===== src/rtl/mw_pkg.sv =====
package mw_pkg;

  typedef enum logic [2:0] {
    ST_IDLE,
    ST_HUNT,
    ST_CMD,
    ST_WDATA,
    ST_RDATA,
    ST_ECHO,
    ST_HOLD
  } mw_state_e;

  typedef enum logic [1:0] {
    PG_WRITE,
    PG_ERASE,
    PG_FILL,
    PG_WIPE
  } mw_prog_e;

  localparam logic [1:0] OP_READ  = 2'b00;
  localparam logic [1:0] OP_WRITE = 2'b10;
  localparam logic [1:0] OP_ERASE = 2'b01;
  localparam logic [1:0] OP_EXT   = 2'b11;

  localparam logic [2:0] SUB_EN   = 3'b001;
  localparam logic [2:0] SUB_DIS  = 3'b010;
  localparam logic [2:0] SUB_FILL = 3'b100;
  localparam logic [2:0] SUB_WIPE = 3'b101;

endpackage


===== src/rtl/mw_sync.sv =====
module mw_sync #(
  parameter int WIDTH  = 3,
  parameter int STAGES = 2
) (
  input  logic             clk_i,
  input  logic             rst_ni,
  input  logic [WIDTH-1:0] d_i,
  output logic [WIDTH-1:0] q_o
);

  logic [STAGES-1:0][WIDTH-1:0] chain_q, chain_d;

  always_comb begin
    chain_d = {chain_q[STAGES-2:0], d_i};
  end

  always_ff @(posedge clk_i or negedge rst_ni) begin
    if (!rst_ni) chain_q <= '0;
    else         chain_q <= chain_d;
  end

  assign q_o = chain_q[STAGES-1];

endmodule


===== src/rtl/mw_ctrl.sv =====
module mw_ctrl
  import mw_pkg::*;
#(
  parameter int ADDR_W = 4,
  parameter int DATA_W = 16
) (
  input  logic              clk_i,
  input  logic              rst_ni,
  input  logic              cs_i,
  input  logic              sk_rise_i,
  input  logic              di_i,
  input  logic [DATA_W-1:0] rd_data_i,
  output logic [ADDR_W-1:0] rd_addr_o,
  output logic              do_o,
  output logic              arm_o,
  output mw_prog_e          arm_kind_o,
  output logic [ADDR_W-1:0] arm_addr_o,
  output logic [DATA_W-1:0] arm_data_o
);

  localparam int CMD_BITS = ADDR_W + 4;
  localparam int CNT_W    = $clog2(DATA_W + 1);
  localparam logic [CNT_W-1:0] CMD_LAST = CNT_W'(CMD_BITS - 1);
  localparam logic [CNT_W-1:0] DAT_LAST = CNT_W'(DATA_W - 1);
  localparam logic [CNT_W-1:0] RD_END   = CNT_W'(DATA_W);

  mw_state_e           state_q, state_d;
  logic [CNT_W-1:0]    cnt_q, cnt_d;
  logic [CMD_BITS-2:0] cmd_q, cmd_d;
  logic [DATA_W-1:0]   dat_q, dat_d;
  logic [ADDR_W-1:0]   addr_q, addr_d;
  mw_prog_e            kind_q, kind_d;
  logic                en_q, en_d;
  logic                do_q, do_d;

  logic [CMD_BITS-1:0] cmd_word;
  logic [1:0]          opcode;
  logic [2:0]          sub;
  logic                ext_zero;
  logic [DATA_W-1:0]   dat_word;

  assign cmd_word  = {cmd_q, di_i};
  assign opcode    = cmd_word[CMD_BITS-1 -: 2];
  assign sub       = cmd_word[2:0];
  assign ext_zero  = (cmd_word[CMD_BITS-3:3] == '0);
  assign dat_word  = {dat_q[DATA_W-2:0], di_i};
  assign rd_addr_o = cmd_word[ADDR_W-1:0];

  always_comb begin
    state_d    = state_q;
    cnt_d      = cnt_q;
    cmd_d      = cmd_q;
    dat_d      = dat_q;
    addr_d     = addr_q;
    kind_d     = kind_q;
    en_d       = en_q;
    do_d       = do_q;
    arm_o      = 1'b0;
    arm_kind_o = kind_q;
    arm_addr_o = addr_q;
    arm_data_o = dat_word;
    if (!cs_i) begin
      state_d = ST_IDLE;
      cnt_d   = '0;
      do_d    = 1'b0;
    end else begin
      unique case (state_q)
        ST_IDLE: begin
          state_d = ST_HUNT;
          cnt_d   = '0;
          do_d    = 1'b0;
        end
        ST_HUNT: begin
          if (sk_rise_i && di_i) begin
            state_d = ST_CMD;
            cnt_d   = '0;
          end
        end
        ST_CMD: begin
          if (sk_rise_i) begin
            cmd_d = cmd_word[CMD_BITS-2:0];
            cnt_d = cnt_q + 1'b1;
            if (cnt_q == CMD_LAST) begin
              cnt_d   = '0;
              addr_d  = rd_addr_o;
              state_d = ST_HOLD;
              unique case (opcode)
                OP_READ: begin
                  dat_d   = rd_data_i;
                  do_d    = 1'b0;
                  state_d = ST_RDATA;
                end
                OP_WRITE: begin
                  kind_d  = PG_WRITE;
                  state_d = ST_WDATA;
                end
                OP_ERASE: begin
                  arm_o      = en_q;
                  arm_kind_o = PG_ERASE;
                  arm_addr_o = rd_addr_o;
                end
                default: begin
                  if (ext_zero) begin
                    unique case (sub)
                      SUB_EN:   en_d = 1'b1;
                      SUB_DIS:  en_d = 1'b0;
                      SUB_FILL: begin
                        kind_d  = PG_FILL;
                        state_d = ST_WDATA;
                      end
                      SUB_WIPE: begin
                        arm_o      = en_q;
                        arm_kind_o = PG_WIPE;
                      end
                      default: ;
                    endcase
                  end
                end
              endcase
            end
          end
        end
        ST_WDATA: begin
          if (sk_rise_i) begin
            dat_d = dat_word;
            cnt_d = cnt_q + 1'b1;
            if (cnt_q == DAT_LAST) begin
              arm_o   = en_q;
              state_d = ST_HOLD;
            end
          end
        end
        ST_RDATA: begin
          if (sk_rise_i) begin
            if (cnt_q == RD_END) begin
              state_d = ST_ECHO;
            end else begin
              do_d  = dat_q[DATA_W-1];
              dat_d = {dat_q[DATA_W-2:0], 1'b0};
              cnt_d = cnt_q + 1'b1;
            end
          end
        end
        default: ;
      endcase
    end
  end

  always_ff @(posedge clk_i or negedge rst_ni) begin
    if (!rst_ni) begin
      state_q <= ST_IDLE;
      cnt_q   <= '0;
      cmd_q   <= '0;
      dat_q   <= '0;
      addr_q  <= '0;
      kind_q  <= PG_WRITE;
      en_q    <= 1'b0;
      do_q    <= 1'b0;
    end else begin
      state_q <= state_d;
      cnt_q   <= cnt_d;
      cmd_q   <= cmd_d;
      dat_q   <= dat_d;
      addr_q  <= addr_d;
      kind_q  <= kind_d;
      en_q    <= en_d;
      do_q    <= do_d;
    end
  end

  assign do_o = (state_q == ST_ECHO) ? di_i : do_q;

  assert_dummy_first_R4: assert property (@(posedge clk_i) disable iff (!rst_ni)
    $rose(state_q == ST_RDATA) |-> (do_o == 1'b0));

  assert_one_instr_R12: assert property (@(posedge clk_i) disable iff (!rst_ni)
    (state_q == ST_HOLD && cs_i) |=> (state_q == ST_HOLD));

  assert_drop_on_release_R10: assert property (@(posedge clk_i) disable iff (!rst_ni)
    !cs_i |=> (state_q == ST_IDLE && !do_o));

endmodule


===== src/rtl/mw_prog_seq.sv =====
module mw_prog_seq
  import mw_pkg::*;
#(
  parameter int ADDR_W      = 4,
  parameter int DATA_W      = 16,
  parameter int PROG_CYCLES = 1000000
) (
  input  logic              clk_i,
  input  logic              rst_ni,
  input  logic              cs_i,
  input  logic              cs_rise_i,
  input  logic              arm_i,
  input  mw_prog_e          arm_kind_i,
  input  logic [ADDR_W-1:0] arm_addr_i,
  input  logic [DATA_W-1:0] arm_data_i,
  output logic              apply_o,
  output mw_prog_e          kind_o,
  output logic [ADDR_W-1:0] addr_o,
  output logic [DATA_W-1:0] data_o
);

  localparam int TMR_W = $clog2(PROG_CYCLES + 1);
  localparam logic [TMR_W-1:0] TMR_LAST = TMR_W'(PROG_CYCLES - 1);

  logic              pend_q, pend_d;
  mw_prog_e          kind_q, kind_d;
  logic [ADDR_W-1:0] addr_q, addr_d;
  logic [DATA_W-1:0] data_q, data_d;
  logic [TMR_W-1:0]  tmr_q, tmr_d;

  assign apply_o = pend_q && !cs_i && (tmr_q == TMR_LAST);

  always_comb begin
    pend_d = pend_q;
    kind_d = kind_q;
    addr_d = addr_q;
    data_d = data_q;
    tmr_d  = tmr_q;
    if (cs_rise_i) begin
      pend_d = 1'b0;
      tmr_d  = '0;
    end else if (arm_i) begin
      pend_d = 1'b1;
      kind_d = arm_kind_i;
      addr_d = arm_addr_i;
      data_d = arm_data_i;
      tmr_d  = '0;
    end else if (pend_q && !cs_i) begin
      if (apply_o) pend_d = 1'b0;
      else         tmr_d  = tmr_q + 1'b1;
    end
  end

  always_ff @(posedge clk_i or negedge rst_ni) begin
    if (!rst_ni) begin
      pend_q <= 1'b0;
      kind_q <= PG_WRITE;
      addr_q <= '0;
      data_q <= '0;
      tmr_q  <= '0;
    end else begin
      pend_q <= pend_d;
      kind_q <= kind_d;
      addr_q <= addr_d;
      data_q <= data_d;
      tmr_q  <= tmr_d;
    end
  end

  assign kind_o = kind_q;
  assign addr_o = addr_q;
  assign data_o = data_q;

  assert_commit_deselected_R6: assert property (@(posedge clk_i) disable iff (!rst_ni)
    apply_o |-> !cs_i);

  assert_drop_on_reselect_R11: assert property (@(posedge clk_i) disable iff (!rst_ni)
    cs_rise_i |=> !pend_q);

endmodule


===== src/rtl/mw_store.sv =====
module mw_store
  import mw_pkg::*;
#(
  parameter int ADDR_W = 4,
  parameter int DATA_W = 16
) (
  input  logic              clk_i,
  input  logic              rst_ni,
  input  logic              apply_i,
  input  mw_prog_e          kind_i,
  input  logic [ADDR_W-1:0] addr_i,
  input  logic [DATA_W-1:0] data_i,
  input  logic [ADDR_W-1:0] rd_addr_i,
  output logic [DATA_W-1:0] rd_data_o
);

  localparam int NREG = 1 << ADDR_W;

  logic [NREG-1:0][DATA_W-1:0] mem_q, mem_d;
  logic [NREG-1:0]             we;
  logic [DATA_W-1:0]           wval;
  logic                        all_tgt;

  assign all_tgt = (kind_i == PG_FILL) || (kind_i == PG_WIPE);
  assign wval    = ((kind_i == PG_WRITE) || (kind_i == PG_FILL)) ? data_i : '1;

  for (genvar i = 0; i < NREG; i++) begin : g_we
    assign we[i] = apply_i && (all_tgt || (addr_i == ADDR_W'(i)));
  end

  always_comb begin
    mem_d = mem_q;
    for (int i = 0; i < NREG; i++) begin
      if (we[i]) mem_d[i] = wval;
    end
  end

  always_ff @(posedge clk_i or negedge rst_ni) begin
    if (!rst_ni) mem_q <= '0;
    else         mem_q <= mem_d;
  end

  assign rd_data_o = mem_q[rd_addr_i];

  assert_erase_ones_R7: assert property (@(posedge clk_i) disable iff (!rst_ni)
    (apply_i && kind_i == PG_ERASE) |=> (mem_q[$past(addr_i)] == '1));

  assert_fill_every_R8: assert property (@(posedge clk_i) disable iff (!rst_ni)
    (apply_i && kind_i == PG_FILL) |=>
      (mem_q[0] == $past(data_i) && mem_q[NREG-1] == $past(data_i)));

endmodule


===== src/rtl/mw_regfile_slave.sv =====
module mw_regfile_slave
  import mw_pkg::*;
#(
  parameter int ADDR_W      = 4,
  parameter int DATA_W      = 16,
  parameter int PROG_CYCLES = 1000000,
  parameter int SYNC_STAGES = 2
) (
  input  logic clk_i,
  input  logic rst_ni,
  input  logic cs_i,
  input  logic sk_i,
  input  logic di_i,
  output logic do_o
);

  logic [1:0] rst_pipe_q;
  logic       rst_n;

  always_ff @(posedge clk_i or negedge rst_ni) begin
    if (!rst_ni) rst_pipe_q <= 2'b00;
    else         rst_pipe_q <= {rst_pipe_q[0], 1'b1};
  end
  assign rst_n = rst_pipe_q[1];

  logic [2:0] pins_s;
  logic       cs_s, sk_s, di_s;
  logic       cs_prev_q, sk_prev_q;
  logic       sk_rise, cs_rise;

  mw_sync #(.WIDTH(3), .STAGES(SYNC_STAGES)) u_sync (
    .clk_i (clk_i),
    .rst_ni(rst_n),
    .d_i   ({cs_i, sk_i, di_i}),
    .q_o   (pins_s)
  );

  assign cs_s = pins_s[2];
  assign sk_s = pins_s[1];
  assign di_s = pins_s[0];

  always_ff @(posedge clk_i or negedge rst_n) begin
    if (!rst_n) begin
      cs_prev_q <= 1'b0;
      sk_prev_q <= 1'b0;
    end else begin
      cs_prev_q <= cs_s;
      sk_prev_q <= sk_s;
    end
  end

  assign sk_rise = sk_s && !sk_prev_q;
  assign cs_rise = cs_s && !cs_prev_q;

  logic [ADDR_W-1:0] rd_addr, arm_addr, pg_addr;
  logic [DATA_W-1:0] rd_data, arm_data, pg_data;
  logic              arm, apply;
  mw_prog_e          arm_kind, pg_kind;

  mw_ctrl #(.ADDR_W(ADDR_W), .DATA_W(DATA_W)) u_ctrl (
    .clk_i     (clk_i),
    .rst_ni    (rst_n),
    .cs_i      (cs_s),
    .sk_rise_i (sk_rise),
    .di_i      (di_s),
    .rd_data_i (rd_data),
    .rd_addr_o (rd_addr),
    .do_o      (do_o),
    .arm_o     (arm),
    .arm_kind_o(arm_kind),
    .arm_addr_o(arm_addr),
    .arm_data_o(arm_data)
  );

  mw_prog_seq #(.ADDR_W(ADDR_W), .DATA_W(DATA_W), .PROG_CYCLES(PROG_CYCLES)) u_prog (
    .clk_i     (clk_i),
    .rst_ni    (rst_n),
    .cs_i      (cs_s),
    .cs_rise_i (cs_rise),
    .arm_i     (arm),
    .arm_kind_i(arm_kind),
    .arm_addr_i(arm_addr),
    .arm_data_i(arm_data),
    .apply_o   (apply),
    .kind_o    (pg_kind),
    .addr_o    (pg_addr),
    .data_o    (pg_data)
  );

  mw_store #(.ADDR_W(ADDR_W), .DATA_W(DATA_W)) u_store (
    .clk_i    (clk_i),
    .rst_ni   (rst_n),
    .apply_i  (apply),
    .kind_i   (pg_kind),
    .addr_i   (pg_addr),
    .data_i   (pg_data),
    .rd_addr_i(rd_addr),
    .rd_data_o(rd_data)
  );

  assert_edge_single_R2: assert property (@(posedge clk_i) disable iff (!rst_n)
    sk_rise |=> !sk_rise);

endmodule


===== config.mk =====
export PLATFORM = sky130hd
export DESIGN_NAME = mw_regfile_slave
export DESIGN_NICKNAME = d
export VERILOG_FILES = /design/src/rtl/mw_pkg.sv /design/src/rtl/mw_sync.sv /design/src/rtl/mw_ctrl.sv /design/src/rtl/mw_prog_seq.sv /design/src/rtl/mw_store.sv /design/src/rtl/mw_regfile_slave.sv
export SDC_FILE = /design/constraint.sdc
export NUM_CORES = 1
export LEC_CHECK = 0
export ABC_AREA = 1
export BUFFER_PORTS_ARGS = -buffer_cell sky130_fd_sc_hd__buf_2
export CAP_MARGIN = 30
export CORE_MARGIN = 4
export CORE_UTILIZATION = 40
export CTS_BUF_LIST = sky130_fd_sc_hd__clkbuf_4 sky130_fd_sc_hd__clkbuf_8
export CTS_CLUSTER_DIAMETER = 30
export CTS_CLUSTER_SIZE = 12
export DETAILED_ROUTE_END_ITERATION = 10
export HOLD_SLACK_MARGIN = 0.02
export MAX_ROUTING_LAYER = met4
export PLACE_DENSITY = 0.65
export SYNTH_ARGS = -nofsm -noshare
export SYNTH_HDL_FRONTEND = slang
export SYNTH_HIERARCHICAL = 1
export SYNTH_SLANG_ARGS = --single-unit
export TNS_END_PERCENT = 10

===== constraint.sdc =====
create_clock -name clk_i -period 14.7 [get_ports clk_i]
set_input_delay 2.205 -clock clk_i [delete_from_list [all_inputs] [get_ports clk_i]]
set_output_delay 2.205 -clock clk_i [all_outputs]
set_load 0.005 [all_outputs]

==> impl_metrics.tcl <==
set metrics [dict create \
    run_status "complete, no violations" \
    synth_top_cells_by_area "dfrtp_1 (50%), nand2_1 (18%), nand3_1 (6.4%)" \
    worst_ep_arrival_time_ps 2030 \
    cts_buffers 78 \
    cp.required_ps 12490 \
    power.static_leakage_nw 9.22 \
    postSynthRegisterBits 347 \
    timing.hold.ws_ps 342 \
    power.switching_fraction 0.295 \
    tritoncts_num_sinks 347 \
    critPathTopFamily "flip-flops" \
    drt_pass1_iterations 6 \
    cts.repair_timing.setup_buffer_count 0 \
    ant_nets 0 \
    async_reset_ff_frac 1.00 \
    initial_antenna_violation_count 0 \
    rr_worst_depth 11 \
    final.setup.tns_ps 0 \
    worst-path-max-fanout 52 \
    finalWorstPathRequiredPeriod_ps 4240 \
    drt-vias-per-instance 5.04 \
    worstSetupPathDepth 3 \
    max_slew_margin 0.321 \
    placementRows 76 \
    die-height_um 217 \
    critical_path.cell_chain "inv_1 > o21ai_0 > buf_2" \
    final_hpwl_from_detailed_placement_um 25100 \
    die_area_um2 47100 \
    dr_total_vias 14600 \
    grt_pass1_vias 14200 \
    post_cts_resized 0 \
    synth_ff_type "dfrtp_1" \
    timing.final.crit_share 0.288 \
    timing.hold.worst_path_depth 0 \
    power.internal_mw 1.88 \
    detail_route.wirelength_um 45000 \
    worst-setup-path-type "register to output pin" \
    final_core_utilization 0.454 \
    numPortBuffers 5 \
    grt_setup_unrepaired "no" \
    finalWeightedCongestion 0.850 \
    postCtsHoldBufs 0 \
    cp_num_buf_inv 2 \
    design.portCount 6 \
    design.final.nets 2267 \
    critical-path-slowest-cell "dfrtp_4" \
    areaGrowthSynthToFinish_pct 12.0 \
    power.clock.fraction 0.476 \
    sequential_element_share_of_the_synthesized_area 0.497 \
    largest_area_contributor_in_the_netlist "dfrtp_1" \
    power.density_cell_area_nw_per_um2 136 \
    report.power.total_mw 2.67 \
    yosys.cell_types.count 39 \
    achievable-frequency_ghz 0.236 \
    cts_buffer_depth 3 \
    number_of_enable_flip_flop_cells_after_synthesis 0 \
    floorplan.core_area_um2 43200 \
    power.share.sequential 0.380 \
    grt_max_degree 85 \
    timing_hold_violations_final 0 \
    hp-class "register to register" \
    place_inst 2760 \
    cts.htree.levels 3 \
    rrSetupSlack_ps 11510 \
    routedWlPerCell_um 15.5 \
    initial_core_util 0.405 \
    synth_area_per_cell_um2 7.60 \
    synth_nets 2308 \
    grt_pass1_wl_um 74100 \
    final-setup-viol-count 0 \
    synth_top_cell_area_share 0.497 \
    drv_slew 0 \
    finalClockSkew_ps 30.6 \
    irDropWorstVdd_mv 0.106 \
    syn_area_um2 17500 \
    worst_setup_path_end_kind "output pin" \
    synth_warnings 6 \
    die_w_um 217 \
    dr.first_iter.drc_count 1372 \
    fillerInstances 4273 \
    clock_tree_from_tritoncts "built" \
    synth_commonest_cells "nand2_1 (837), dfrtp_1 (347), inv_1 (252)" \
    max_cap_viol_count 0 \
    grt_remaining_overflow 0 \
    p_comb_frac 0.144 \
    cpPeakStageDelay_ps 820 \
    synth_most_common_cell "nand2_1" \
    grtUsageTotal 0.199 \
    drc_errors 0 \
    layout-drive-gt1-share 0.111 \
    path_clk_slew_ps 50 \
    clkLatencyLatePin_ps 630 \
    worst-slew-pin-transition_ps 1020 \
    switchingPower_uw 787 \
    cts-root-buf "clkbuf_8" \
    instances_no_fill 2908 \
    syn-instance-count 2299 \
    n_antenna_cell 0 \
    critPathLaunchType "register" \
]
==> area by class of cell <==
cell class / count / area [um^2] / area share
clock buffer: 104 / 1380 / 0.0702
clock inverter: 41 / 504 / 0.0258
inverter: 264 / 993 / 0.0507
multi-input combinational: 1538 / 6980 / 0.356
sequential: 347 / 8690 / 0.444
tap: 585 / 732 / 0.0374
timing repair buffer: 29 / 305 / 0.0156
==> flip-flops by register name (all words and copies together), names as in the netlist <==
signal	flops
sk_prev_q	1
u_prog/data_o	16
u_ctrl/en_q	1
cs_prev_q	1
u_ctrl/dat_q	16
u_ctrl/cmd_q	7
u_prog/kind_o	2
rst_pipe_q	2
u_ctrl/kind_q	1
u_prog/tmr_q	20
u_prog/pend_q	1
u_sync/chain_d	3
u_ctrl/do_q	1
u_prog/addr_o	4
u_ctrl/state_q	3
u_sync/q_o	3
u_store/mem_q	256
u_ctrl/addr_q	4
u_ctrl/cnt_q	5
==> power by group through the flow <==
stage | sequential (mW) | clock (mW) | combinational [mW]
finish | 1.01 | 1.27 | 0.384
global route | 1.02 | 1.34 | 0.423
CTS | 1.01 | 1.29 | 0.381
detailed placement | 1.03 | 0 | 0.379
global placement | 1.03 | 0 | 0.373
floorplan | 1.03 | 0 | 0.286
==> cell families (layout without fill, tap and decap cells) <==
logic type / Yosys count / after routing / share of synthesized area
XOR/XNOR: 3 / 3 / 0.00150
buffers and inverters: 414 / 438 / 0.104
flip-flops: 347 / 347 / 0.497
AND/OR/NAND/NOR: 1182 / 1182 / 0.286
adder cells (fa/ha/maj): 4 / 4 / 0.00286
other: 1 / 1 / 0.000215
AO/OA/AOI/OAI: 326 / 326 / 0.0949
multiplexers: 22 / 22 / 0.0142
==> metal layers <==
layer,up-vias,track usage,share of wire
met2,390,0.316,0.46
met4,0,0.0636,0.022
met3,74,0.0350,0.054
li1,7127,-,-
met1,7056,0.261,0.46
met5,-,-,0
==> through the flow <==
stage,setup slack [ps],cell area [um^2]
6_report,10460,19600
5_1_grt,10250,19600
4_1_cts,10420,19500
3_5_place_dp,11110,17600
3_3_place_gp,10980,17600
2_1_floorplan,4310,17500
==> cell usage in the layout (no fill, tap or decap), drive strengths merged <==
master	instances
a21oi	8
and2	3
buf	29
bufinv	10
clkbuf	104
clkinv	16
clkinvlp	11
conb	1
dfrtp	347
ha	4
inv	268
mux2	22
nand2	855
nand3	227
nand4	9
nor2	80
nor3	7
nor3b	1
o211ai	1
o21ai	311
o21bai	1
o22ai	4
o31ai	1
xor2	3
==> worst paths after layout <==
check | endpoint | start
setup reg to reg | u_ctrl/dat_q[0] | u_sync/q_o[0]
min in group asynchronous | u_store/mem_q[35] | rst_pipe_q[1]
hold / removal | u_sync/q_o[2] | u_sync/chain_d[5]
hold reg to reg | u_sync/q_o[2] | u_sync/chain_d[5]
max in group asynchronous | u_store/mem_q[70] | rst_pipe_q[1]
setup / recovery | do_o | u_sync/q_o[0]
No activity file was read; power rests on OpenSTA's default activity.
